## config.mk

```make
export PLATFORM = sky130hd
export DESIGN_NAME = dma_burst_seq
export DESIGN_NICKNAME = d
export VERILOG_FILES = /design/src/rtl/dma_burst_pkg.sv /design/src/rtl/dma_burst_dp.sv /design/src/rtl/dma_burst_ctrl.sv /design/src/rtl/dma_burst_seq.sv
export SDC_FILE = /design/constraint.sdc
export NUM_CORES = 1
export LEC_CHECK = 0
export ABC_CLOCK_PERIOD_IN_PS = 2100
export BUFFER_PORTS_ARGS = -buffer_cell sky130_fd_sc_hd__buf_2
export CORE_MARGIN = 2
export CORE_UTILIZATION = 35
export CTS_CLUSTER_SIZE = 10
export DETAILED_ROUTE_END_ITERATION = 6
export PLACE_DENSITY = 0.59
export SLEW_MARGIN = 15
export SYNTH_ARGS = -nofsm -noshare
export SYNTH_HDL_FRONTEND = slang
export SYNTH_SLANG_ARGS = --single-unit
```

## constraint.sdc

```tcl
create_clock -name clk -period 2.1 [get_ports clk]
set_input_delay 0.105 -clock clk [delete_from_list [all_inputs] [get_ports clk]]
set_output_delay 0.105 -clock clk [all_outputs]
set_load 0.1 [all_outputs]
```

## src/rtl/dma_burst_pkg.sv

```systemverilog
package dma_burst_pkg;
  localparam int OFF_W = 4;

  typedef struct packed {
    logic load;
    logic advance;
  } seqStrobe_t;

  typedef struct packed {
    logic linEn;
    logic aligned;
    logic lastInBurst;
    logic lastCount;
    logic cntZero;
  } dpStatus_t;

  function automatic logic codeLegal(input logic [2:0] code);
    return (code == 3'b000) || (code == 3'b001) || (code == 3'b010) || (code == 3'b100);
  endfunction

  function automatic logic [OFF_W-1:0] codeMask(input logic [2:0] code);
    case (code)
      3'b001:  return 4'b0011;
      3'b010:  return 4'b0111;
      3'b100:  return 4'b1111;
      default: return 4'b0000;
    endcase
  endfunction
endpackage

```

## src/rtl/dma_burst_dp.sv

```systemverilog
module dma_burst_dp
  import dma_burst_pkg::*;
#(
  parameter int ADDR_W = 30,
  parameter int CNT_W  = 8
) (
  input  logic              clk,
  input  logic              rstN,
  input  seqStrobe_t        strb,
  input  logic [ADDR_W-1:0] startAddr,
  input  logic [CNT_W-1:0]  xferCount,
  input  logic              isWrite,
  input  logic              rdBurstEn,
  input  logic              wrBurstEn,
  input  logic [2:0]        burstCode,
  output logic [ADDR_W-1:0] curAddr,
  output dpStatus_t         stat,
  output logic              codeErr
);
  logic [CNT_W-1:0] remain;
  logic [OFF_W-1:0] offMask;
  logic             linEnR;
  logic [OFF_W-1:0] offBits;

  always_ff @(posedge clk or negedge rstN) begin
    if (!rstN) begin
      curAddr <= '0;
      remain  <= '0;
      offMask <= '0;
      linEnR  <= 1'b0;
      codeErr <= 1'b0;
    end else if (strb.load) begin
      curAddr <= startAddr;
      remain  <= xferCount;
      offMask <= codeMask(burstCode);
      linEnR  <= codeLegal(burstCode) && (burstCode != 3'b000) &&
                 (isWrite ? wrBurstEn : rdBurstEn);
      codeErr <= !codeLegal(burstCode);
    end else if (strb.advance) begin
      curAddr <= curAddr + 1'b1;
      remain  <= remain - 1'b1;
    end
  end

  assign offBits          = curAddr[OFF_W-1:0] & offMask;
  assign stat.linEn       = linEnR;
  assign stat.aligned     = (offBits == '0);
  assign stat.lastInBurst = (offBits == offMask);
  assign stat.lastCount   = (remain == CNT_W'(1));
  assign stat.cntZero     = (remain == '0);
endmodule

```

## src/rtl/dma_burst_ctrl.sv

```systemverilog
module dma_burst_ctrl
  import dma_burst_pkg::*;
(
  input  logic       clk,
  input  logic       rstN,
  input  logic       start,
  input  logic       ready,
  input  dpStatus_t  stat,
  output seqStrobe_t strb,
  output logic       active,
  output logic       addrStrobe,
  output logic       burstLast,
  output logic       busy,
  output logic       done
);
  logic inBurst;
  logic curBurst;
  logic endNow;

  assign active     = busy && !stat.cntZero;
  assign curBurst   = active && stat.linEn && (inBurst || stat.aligned);
  assign addrStrobe = active && !(curBurst && inBurst);
  assign burstLast  = curBurst && !(stat.lastInBurst || stat.lastCount);
  assign strb.load    = start && !busy;
  assign strb.advance = active && ready;
  assign endNow     = (busy && stat.cntZero) || (strb.advance && stat.lastCount);

  always_ff @(posedge clk or negedge rstN) begin
    if (!rstN) begin
      busy    <= 1'b0;
      done    <= 1'b0;
      inBurst <= 1'b0;
    end else begin
      done <= endNow;
      if (strb.load) begin
        busy    <= 1'b1;
        inBurst <= 1'b0;
      end else if (endNow) begin
        busy    <= 1'b0;
        inBurst <= 1'b0;
      end else if (strb.advance) begin
        inBurst <= curBurst && !stat.lastInBurst;
      end
    end
  end
endmodule

```

## src/rtl/dma_burst_seq.sv

```systemverilog
module dma_burst_seq
  import dma_burst_pkg::*;
#(
  parameter int ADDR_W = 30,
  parameter int CNT_W  = 8
) (
  input  logic              clk,
  input  logic              rstN,
  input  logic              start,
  input  logic              isWrite,
  input  logic [ADDR_W-1:0] startAddr,
  input  logic [CNT_W-1:0]  xferCount,
  input  logic              rdBurstEn,
  input  logic              wrBurstEn,
  input  logic [2:0]        burstCode,
  input  logic              ready,
  output logic [ADDR_W-1:0] busAddr,
  output logic [3:0]        byteEn,
  output logic              addrStrobe,
  output logic              burstLast,
  output logic              busy,
  output logic              done,
  output logic              codeErr
);
  seqStrobe_t strb;
  dpStatus_t  stat;
  logic       active;

  dma_burst_dp #(.ADDR_W(ADDR_W), .CNT_W(CNT_W)) uDp (
    .clk(clk), .rstN(rstN), .strb(strb), .startAddr(startAddr),
    .xferCount(xferCount), .isWrite(isWrite), .rdBurstEn(rdBurstEn),
    .wrBurstEn(wrBurstEn), .burstCode(burstCode), .curAddr(busAddr),
    .stat(stat), .codeErr(codeErr)
  );

  dma_burst_ctrl uCtrl (
    .clk(clk), .rstN(rstN), .start(start), .ready(ready), .stat(stat),
    .strb(strb), .active(active), .addrStrobe(addrStrobe),
    .burstLast(burstLast), .busy(busy), .done(done)
  );

  assign byteEn = active ? 4'b1111 : 4'b0000;
endmodule

```

==> flow_summary.ini <==
[status]
run_status = completed

[critical_path]
cp_common_cell = inv_1
critPathCaptureType = output pin
path_buf_inv = 3
path_delay_family = buffers and inverters
rrSetupSlack_ns = 0.08
cp-start-kind = register
path_cells = inv_1 > ha_2 > or3b_4 > o21ai_4 > inv_1 > buf_4
critPathArrivalTime_ns = 1.94
slowest_delay_ns = 0.41
crit_slowest_cell = or3b_4
timing_worst_setup_path_type = reg2out
worstPathRequired_ns = 2.00
crit_fanout = 4

[timing]
slew_violations = 0
fin_worst_skew_ns = 0.01389
max-slew-margin-rel = 0.5352
finalSetupViolCount = 0
max_freq_mhz = 489.8
tightestPinTransition_ns = 0.6972
finalHoldViolations = 0
rsz0062_at_grt = yes
fin_crit_ns = 2.042
post-route-period-util = 0.9723

[floorplanning]
die_w_um = 95.09
core.rowCount = 33
fp.dieH_um = 95.09
die-area_um2 = 9042
pin_count = 87
core_um2 = 8134
start_util = 0.3570

[synth]
ys_seq_elements = 46
seq_area_frac_synth = 0.3964
syn-num-nets = 386
syn_inst = 334
synth-async-reset-ratio = 1.000
synth_flop_cell = dfrtp_1
synth_warnings = 0
synth.cell_area_um2 = 2904
syn_area_per_cell_um2 = 8.695
yosysUniqueCellTypes = 56
synth_edf_count = 0

[routing]
wl_mm = 8.218
routedLengthMet1_mm = 3.634
wl_per_cell_um = 15.48
met3_length_um = 345
postRouteAntennaNets = 0
via_count = 2943
dr_wl_met2_mm = 4.143
drtIter0Drc = 151
remaining_drc_errors = 0
dr.pass1.iters = 4
top_layer_used = met4
routed_via_density = 5.542

[place]
gp_congestion = 0.8572
hpwlAfterDp_mm = 6.026
port_buffers = 86

[clock_tree]
cts_tree = done
clkLatencyLatePin_ns = 0.31
numCtsBuffers = 5
clock-root-buffer = clkbuf_8
cts_buffer_depth = 2
clkSlewWorstSetupHoldPaths_ns = 0.08
clock-sinks = 46
htree_levels = 2

[cells_and_area]
fin_util = 0.4598
drive_gt1_frac = 0.3732
fin_nets = 477
antenna-diode-count = 0
area_delta_synth_final_pct = 28.78

[job]
drv_cap = 0

[global_route]
grt_max_degree = 31
antenna_found_initial = 0
track_usage = 0.1898
grt-ovfl-total = 0
grt_pass1_wl_mm = 13.59
first_global_vias = 2788

[min_path]
hold_path_class = in2reg
## cell families after synthesis
group,count (synthesis),share of synthesized area
and+or+nand+nor,157,0.2969
AOI/OAI and AO/OA,88,0.2073
DFF,46,0.3964
buffers and inverters,34,0.06678
xor gates and xnor gates,4,0.01206
adders and majority gates,4,0.01723
muxes,1,0.003447
## flip-flops by register name, summed over array words and instances, names as in the netlist
name,flops
uCtrl.busy,1
uCtrl.done,1
uDp.offMask,3
uDp.curAddr,30
uDp.codeErr,1
uDp.linEnR,1
uDp.remain,8
uCtrl.inBurst,1
## Yosys cell counts (3+ instances only)
master	n	area share
o31ai_1	16	0.041
inv_1	9	0.012
dfrtp_1	46	0.40
nor3_1	3	0.0052
and3_1	7	0.015
or3_1	8	0.017
xnor2_1	4	0.012
o21ai_1	7	0.012
nand4_1	3	0.0065
clkbuf_1	11	0.014
nand2_1	35	0.045
a21oi_1	10	0.017
ha_1	4	0.017
and4_1	4	0.012
a31oi_1	23	0.050
buf_6	3	0.012
o211ai_1	8	0.021
buf_4	4	0.010
o311ai_0	3	0.0090
buf_2	4	0.0069
nand3_1	23	0.040
o21ai_0	6	0.010
or4_1	18	0.047
nor2_1	33	0.043
nor3b_1	4	0.010
## stage by stage
step | std cells | hold slack [ns] | setup TNS, ns | instance area (µm²) | setup WS, ns
after CTS | 530 | 0.01074 | 0 | 3696 | 0.007216
after detailed placement | 519 | 0.1957 | 0 | 3541 | 0.06143
after global routing | 531 | 0.01116 | -0.1008 | 3740 | -0.01765
after floorplan | 334 | -0.1906 | 0 | 2967 | 0.001904
after global placement | 519 | 0.1896 | 0 | 3541 | 0.08295
final | 531 | 0.009913 | 0 | 3740 | 0.05824
## area by class of cell
class                      instances  area, µm²
sequential                        46       1195
multi-input combinational        254       1615
inverter                           9      33.78
fill                             834       4394
clock buffer                       8      90.09
timing repair buffer             109      674.4
tap                              105      131.4
## path summary, 6_finish.rpt
path                          startpoint              end  cells past startpoint
min in group asynchronous           rstN  uDp.curAddr[16]                      2
max reg2reg                uDp.remain[0]   uDp.curAddr[3]                      8
max                        uDp.remain[0]        byteEn[3]                      6
min                         xferCount[5]    uDp.remain[5]                      3
min reg2reg                  uDp.codeErr      uDp.codeErr                      2
max in group asynchronous           rstN  uDp.curAddr[23]                      3
## worst register-to-register path, delay by kind of cell (launching register included)
kind                     cells  cell delay (ns)
adder cells (fa/ha/maj)      1             0.21
flip-flops                   1             0.38
AND/OR/NAND/NOR              2             0.47
buffers and inverters        3             0.45
AO/OA/AOI/OAI                2             0.42
## layer usage
metal  vias to the layer above  track usage
met5                         -            0
met4                         0      0.05193
met3                         9      0.02925
met2                        72       0.3269
met1                      1423       0.2473
li1                       1439            -
## repair_timing
item                                    4_1_cts  5_1_grt
gates resized for setup                       9       15
endpoints found under the setup margin        6       10
pin swaps                                     1        3
hold endpoints to repair                     29        0
setup buffers                                 0        1
hold buffers                                  3        0
## cells in the final DEF (no fill, tap or decap), drive strengths merged, types with 4 or more instances in the layout
cell type	instances
nand4	5
o31ai	16
o211ai	8
dfrtp	46
o21ai	15
nor3b	4
and3	7
clkbuf	8
buf	106
a31oi	23
nor2	33
a21oi	10
nand2	35
nand3	23
and4	6
or3	8
inv	9
ha	4
xnor2	4
or4	19
Power is left out: the tool's default activity adds up to more than one toggle a clock period on the data nets, which glitch-free logic cannot reach.
